==> config.mk <==
export PLATFORM = sky130hd
export DESIGN_NAME = capTimer
export DESIGN_NICKNAME = d
export VERILOG_FILES = /design/src/rtl/capTimerPkg.sv /design/src/rtl/capTimerFilt.sv /design/src/rtl/capTimerCtrl.sv /design/src/rtl/capTimerDp.sv /design/src/rtl/capTimer.sv
export SDC_FILE = /design/constraint.sdc
export NUM_CORES = 1
export LEC_CHECK = 0
export BUFFER_PORTS_ARGS = -buffer_cell sky130_fd_sc_hd__buf_2
export CORE_ASPECT_RATIO = 0.8
export CORE_MARGIN = 2
export CORE_UTILIZATION = 35
export CTS_CLUSTER_SIZE = 24
export DETAILED_ROUTE_END_ITERATION = 12
export PLACE_DENSITY_LB_ADDON = 0.08
export SETUP_SLACK_MARGIN = 0.5
export SLEW_MARGIN = 0
export SYNTH_ARGS = -nofsm -noshare
export SYNTH_HDL_FRONTEND = slang
export SYNTH_SLANG_ARGS = --single-unit
==> constraint.sdc <==
create_clock -name clk -period 2.2 [get_ports clk]
set_clock_uncertainty 0.15 [all_clocks]
set_input_delay 0.44 -clock clk [delete_from_list [all_inputs] [get_ports clk]]
set_output_delay 0.44 -clock clk [all_outputs]
set_load 0.005 [all_outputs]
==> src/rtl/capTimerPkg.sv <==
package capTimerPkg;

  localparam int NUM_CH = 2;

  // Edge-select encoding: bit 0 enables rising, bit 1 enables falling
  typedef enum logic [1:0] {
    EDGE_NONE = 2'b00,
    EDGE_RISE = 2'b01,
    EDGE_FALL = 2'b10,
    EDGE_BOTH = 2'b11
  } edgeSel_e;

  // Strobes from control to datapath
  typedef struct packed {
    logic cntInc;
    logic capLd0;
    logic capLd1;
  } dpStrobe_t;

endpackage

==> src/rtl/capTimerFilt.sv <==
module capTimerFilt
  import capTimerPkg::*;
(
  input  logic     clk,
  input  logic     rstN,
  input  logic     tickEn,
  input  logic     pinIn,
  input  edgeSel_e edgeSel,
  output logic     edgeHit
);

  logic [1:0] syncQ;
  logic       histQ;
  logic       lvlQ;
  logic       accept;
  logic       riseSeen;

  // Two-stage synchronizer runs on every clock
  always_ff @(posedge clk) begin
    if (!rstN) begin
      syncQ <= '0;
    end else begin
      syncQ <= {syncQ[0], pinIn};
    end
  end

  // Previous sample and accepted level move only on a sample tick
  always_ff @(posedge clk) begin
    if (!rstN) begin
      histQ <= 1'b0;
      lvlQ  <= 1'b0;
    end else begin
      if (tickEn) begin
        histQ <= syncQ[1];
      end
      if (accept) begin
        lvlQ <= syncQ[1];
      end
    end
  end

  // New level seen on this tick and the previous tick
  always_comb begin
    accept   = tickEn && (histQ == syncQ[1]) && (syncQ[1] != lvlQ);
    riseSeen = syncQ[1];
    edgeHit  = 1'b0;
    if (accept) begin
      unique case (edgeSel)
        EDGE_NONE: edgeHit = 1'b0;
        EDGE_RISE: edgeHit = riseSeen;
        EDGE_FALL: edgeHit = !riseSeen;
        EDGE_BOTH: edgeHit = 1'b1;
        default:   edgeHit = 1'b0;
      endcase
    end
  end

  AST_LVL_ON_TICK: assert property (@(posedge clk) disable iff (!rstN)
    !$stable(lvlQ) |-> $past(tickEn));

  AST_LVL_TWO_SAMPLES: assert property (@(posedge clk) disable iff (!rstN)
    !$stable(lvlQ) |-> ($past(histQ) == lvlQ));

endmodule

==> src/rtl/capTimerCtrl.sv <==
module capTimerCtrl
  import capTimerPkg::*;
#(
  parameter int PSEL_W = 2
) (
  input  logic              clk,
  input  logic              rstN,
  input  logic              evtMode,
  input  logic [PSEL_W-1:0] prescSel,
  input  logic [NUM_CH-1:0] pins,
  input  edgeSel_e          edgeSel0,
  input  edgeSel_e          edgeSel1,
  output dpStrobe_t         strobe
);

  localparam int PRE_W = (1 << PSEL_W) - 1;

  logic [PRE_W-1:0]  prescCnt;
  logic [PRE_W-1:0]  prescMask;
  logic              presTick;
  logic [NUM_CH-1:0] tickArr;
  logic [NUM_CH-1:0] hitArr;
  edgeSel_e          selArr [NUM_CH];

  // Free-running prescaler; a tick each 2^prescSel clocks
  always_ff @(posedge clk) begin
    if (!rstN) begin
      prescCnt <= '0;
    end else begin
      prescCnt <= prescCnt + 1'b1;
    end
  end

  always_comb begin
    prescMask = ~({PRE_W{1'b1}} << prescSel);
    presTick  = ((prescCnt & prescMask) == '0);
    // Pin 0 in count role samples every clock
    tickArr[0] = evtMode ? 1'b1 : presTick;
    tickArr[1] = presTick;
    selArr[0]  = edgeSel0;
    selArr[1]  = edgeSel1;
  end

  for (genvar ch = 0; ch < NUM_CH; ch++) begin : gFilt
    capTimerFilt uFilt (
      .clk    (clk),
      .rstN   (rstN),
      .tickEn (tickArr[ch]),
      .pinIn  (pins[ch]),
      .edgeSel(selArr[ch]),
      .edgeHit(hitArr[ch])
    );
  end

  always_comb begin
    strobe.cntInc = evtMode ? hitArr[0] : 1'b1;
    strobe.capLd0 = !evtMode && hitArr[0];
    strobe.capLd1 = hitArr[1];
  end

endmodule

==> src/rtl/capTimerDp.sv <==
module capTimerDp
  import capTimerPkg::*;
#(
  parameter int CNT_W = 16
) (
  input  logic             clk,
  input  logic             rstN,
  input  dpStrobe_t        strobe,
  output logic [CNT_W-1:0] cntQ,
  output logic [CNT_W-1:0] cap0Q,
  output logic [CNT_W-1:0] cap1Q,
  output logic             flag0Q,
  output logic             flag1Q,
  output logic             ovfQ
);

  localparam logic [CNT_W-1:0] CNT_MAX = '1;
  localparam logic [CNT_W-1:0] CNT_ONE = CNT_W'(1);

  always_ff @(posedge clk) begin
    if (!rstN) begin
      cntQ <= '0;
      ovfQ <= 1'b0;
    end else begin
      ovfQ <= strobe.cntInc && (cntQ == CNT_MAX);
      if (strobe.cntInc) begin
        cntQ <= cntQ + CNT_ONE;
      end
    end
  end

  // Capture takes the count held in the accepting cycle
  always_ff @(posedge clk) begin
    if (!rstN) begin
      cap0Q  <= '0;
      cap1Q  <= '0;
      flag0Q <= 1'b0;
      flag1Q <= 1'b0;
    end else begin
      flag0Q <= strobe.capLd0;
      flag1Q <= strobe.capLd1;
      if (strobe.capLd0) begin
        cap0Q <= cntQ;
      end
      if (strobe.capLd1) begin
        cap1Q <= cntQ;
      end
    end
  end

  AST_OVF_AT_ZERO: assert property (@(posedge clk) disable iff (!rstN)
    ovfQ |-> (cntQ == '0));

  AST_FLAG0_PULSE: assert property (@(posedge clk) disable iff (!rstN)
    flag0Q |=> !flag0Q);

  AST_FLAG1_PULSE: assert property (@(posedge clk) disable iff (!rstN)
    flag1Q |=> !flag1Q);

  AST_CAP0_ON_FLAG: assert property (@(posedge clk) disable iff (!rstN)
    !$stable(cap0Q) |-> flag0Q);

  AST_CAP1_ON_FLAG: assert property (@(posedge clk) disable iff (!rstN)
    !$stable(cap1Q) |-> flag1Q);

endmodule

==> src/rtl/capTimer.sv <==
module capTimer
  import capTimerPkg::*;
#(
  parameter int CNT_W  = 16,
  parameter int PSEL_W = 2
) (
  input  logic              clk,
  input  logic              rstN,
  input  logic              modeSel,
  input  logic [PSEL_W-1:0] prescSel,
  input  logic [1:0]        edgeSel0,
  input  logic [1:0]        edgeSel1,
  input  logic              trigIn0,
  input  logic              trigIn1,
  output logic [CNT_W-1:0]  countVal,
  output logic [CNT_W-1:0]  capVal0,
  output logic [CNT_W-1:0]  capVal1,
  output logic              capFlag0,
  output logic              capFlag1,
  output logic              ovfFlag
);

  localparam logic [CNT_W-1:0] ONE_STEP = CNT_W'(1);

  dpStrobe_t strobe;

  capTimerCtrl #(.PSEL_W(PSEL_W)) uCtrl (
    .clk     (clk),
    .rstN    (rstN),
    .evtMode (modeSel),
    .prescSel(prescSel),
    .pins    ({trigIn1, trigIn0}),
    .edgeSel0(edgeSel_e'(edgeSel0)),
    .edgeSel1(edgeSel_e'(edgeSel1)),
    .strobe  (strobe)
  );

  capTimerDp #(.CNT_W(CNT_W)) uDp (
    .clk   (clk),
    .rstN  (rstN),
    .strobe(strobe),
    .cntQ  (countVal),
    .cap0Q (capVal0),
    .cap1Q (capVal1),
    .flag0Q(capFlag0),
    .flag1Q(capFlag1),
    .ovfQ  (ovfFlag)
  );

  AST_FREE_RUN_STEP: assert property (@(posedge clk) disable iff (!rstN)
    !modeSel |=> (countVal == $past(countVal) + ONE_STEP));

  AST_EVT_NO_CAP0: assert property (@(posedge clk) disable iff (!rstN)
    capFlag0 |-> !$past(modeSel));

endmodule

==> qor.yml <==
max_clock_freq_mhz: 534.3
hold_viol_final: 0
report.final.slew_viol_count: 0
mostFrequentLayoutCells: "buf_2 (61), dfxtp_1 (53), mux2i_1 (40), nand2_1 (38), nor2_1 (26)"
p_leak_nw: 1.490
antenna_found_initial: 0
via_per_inst: 4.816
netSwitchingFraction_pct: 22.80
p_comb_share_pct: 5.2
min_from: "trigIn0"
crit_slowest_cell: "a311o_2"
grt_pass1_wl_um: 9922
tightest_slew_ns: 0.4887
gp_congestion: 0.7764
cts_buffers: 9
postRouteAntennaNets: 0
powerDensity_nw_per_um2: 633.4
routedWlPerCell_um: 14.27
dp_hpwl_um: 4264
first_iter_violations: 78
layout_min_cycle_time_ns: 1.872
cap_violations: 0
status: "completed"
diodes: 0
pwr-share-seq_pct: 54.6
insertion_delay_ns: 0.33
ys_seq_area_share_pct: 49.90
htree_levels: 3
cp_num_buf_inv: 0
cts.sink_count: 62
track_usage_pct: 16.44
rows: 27
rr_startpoint: "uCtrl.gFilt[0].uFilt.lvlQ"
syn_nets: 273
ys_ff_latch: 62
dp.cells: 406
max_stage_delay_ns: 0.48
finalSetupViolCount: 0
wirelength_um: 6120
layout_worst_path_cycle_share_pct: 85.08
worstPathRequired_ns: 2.31
final_cells: 429
dieWidth_um: 98.25
crit_chain: "nand4b_1 -> a311o_2 -> or4_4 -> a21oi_2"
hold_end: "uCtrl.gFilt[0].uFilt.syncQ[0]"
path_class: "reg2reg"
min_path_cells: 2
clkTransAtPathRegs_ns: 0.06
p_int_mw: 1.632
synth_cells: 260
syn_area_per_cell_um2: 9.567
ys.warnings.count: 0
cp_max_fo: 6
power_frac_clock_pct: 40.2
drive_gt1_share_pct: 35.96
r2r_cells: 4
cts_tree: "done"
cts.path.max_buffers: 2
hold_buffers: 0
rsz0062_at_grt: "true"
synthToLayoutAreaGrowth_pct: 34.15
start_kind: "register"
grt_max_degree: 28
crit_start: "uCtrl.gFilt[0].uFilt.lvlQ"
grt-ovfl-total: 0
timing.rr.end: "uDp.cntQ[10]"
syn_area_um2: 2487
grt_pass1_vias: 1917
synth_cell_types: 36
cts_root_buf: "clkbuf_8"
fin_total_pwr_mw: 2.114
finalSetupTns_ns: 0
final_common_cell: "buf_2"
dr.pass1.iters: 4
reg2reg_slack_ns: 0.33
max-vdd-ir-drop_uv: 374.0
critPathTopFamily: "simple AND/OR/NAND/NOR gates"
drc: 0
num_io_pins: 62
arrival_ns: 1.99
io_buffers: 61
slew_headroom_pct: 66.98
die_y_um: 79.40
die-area_um2: 7801
end_kind: "register"
vias: 2066
num-nets-final: 353
start_util_pct: 36.09
core_um2: 6892
hold_class: "in2reg"
power_switching_mw: 0.4818
-- worst register-to-register path, delay by kind of cell, from the launching register on --
kind            cells  cell delay [ns]
compound gates      2             0.62
simple gates        2             0.69
flops               1             0.36
-- cells in the mapped netlist --
cell type	n	area share (%)
a211oi_1	2	0.60
a21oi_1	8	1.6
a311o_1	1	0.40
a31oi_1	3	0.75
and2_1	6	1.5
and3_2	1	0.30
and4_1	2	0.70
and4b_1	2	0.80
buf_1	2	0.30
buf_2	4	0.80
buf_4	2	0.60
clkbuf_1	7	1.1
dfxtp_1	62	50
ha_1	2	1.0
inv_1	4	0.60
mux2i_1	40	16
nand2_1	38	5.7
nand2b_1	6	1.5
nand3_1	6	1.2
nand3b_1	2	0.60
nand4_1	2	0.50
nand4b_1	1	0.35
nand4bb_4	1	1.1
nor2_1	28	4.2
nor2b_1	1	0.25
nor3_1	2	0.40
nor4_1	1	0.25
nor4b_1	1	0.35
nor4bb_1	1	0.40
o21ai_0	6	1.2
o22ai_1	2	0.50
o31ai_1	4	1.2
or3_1	2	0.50
or4_1	4	1.2
xnor2_1	3	1.1
xor2_1	1	0.35
-- what timing repair did --
action,in CTS,in global routing
resized for setup,7,14
setup endpoints to repair,25,29
pin swaps,7,7
buffers inserted,6,4
-- through the flow --
step / setup slack (ns) / instance area, um2 / utilization, % / hold WS, ns
floorplan: 0.4159 / 2556 / - / 0.2618
global placement: 0.01072 / 3017 / 43.77 / 0.2669
detailed placement: 0.005861 / 3017 / 43.77 / 0.2732
CTS: 0.3541 / 3262 / 47.33 / 0.1430
global route: 0.2817 / 3337 / 48.42 / 0.1618
finish: 0.3283 / 3337 / 48.42 / 0.1624
-- cells by family (layout without fill, tap and decap cells) --
kind of cell             Yosys count  in the layout  synth area share, %
AO/OA/AOI/OAI                     26             26                6.288
XOR/XNOR                           4              4                1.409
adder cells (fa/ha/maj)            2              2                1.006
buffers and inverters             19            101                3.370
flip-flops                        62             62                49.90
multiplexers                      40             40                16.10
AND/OR/NAND/NOR                  107            107                21.93
-- power groups by stage --
stage	Combinational, mW	Clock, mW	Sequential [mW]
6_report	0.110	0.849	1.15
5_1_grt	0.126	0.932	1.16
4_1_cts	0.103	0.884	1.16
3_5_place_dp	0.0987	0	1.18
3_3_place_gp	0.0975	0	1.18
2_1_floorplan	0.0625	0	1.18
-- worst max-delay path by stage --
stage / endpoint / cells past startpoint
floorplan: uDp.cntQ[14] / 4
global placement: uDp.cap1Q[12] / 5
detailed placement: uDp.cap1Q[11] / 5
CTS: uDp.cntQ[10] / 4
global route: uDp.cntQ[10] / 4
finish: uDp.cntQ[10] / 4
-- area by class of cell --
type	instances	area, um2
fill	702	3555
clock buffer	11	151.4
inverter	4	15.01
timing repair buffer	84	506.7
tap	87	108.9
multi-input combinational	179	1285
sequential	62	1260
clock inverter	2	10.01
-- per-layer routing --
| layer | track usage [%] | vias up | wire length (um) |
|---|---|---|---|
| li1 | - | 1059 | - |
| met1 | 23.69 | 951 | 3194 |
| met2 | 22.74 | 54 | 2483 |
| met3 | 5.692 | 2 | 408 |
| met4 | 5.753 | 0 | 34 |
| met5 | 0 | - | 0 |
-- sequential cells by signal (all words and copies together) (netlist names) --
signal / flops
uDp.cap0Q: 16
uDp.cap1Q: 16
uDp.cntQ: 16
uCtrl.gFilt.uFilt.syncQ: 4
uCtrl.prescCnt: 3
uCtrl.gFilt.uFilt.histQ: 2
uCtrl.gFilt.uFilt.lvlQ: 2
uDp.flag0Q: 1
uDp.flag1Q: 1
uDp.ovfQ: 1
No activity file was read; power rests on OpenSTA's default activity.
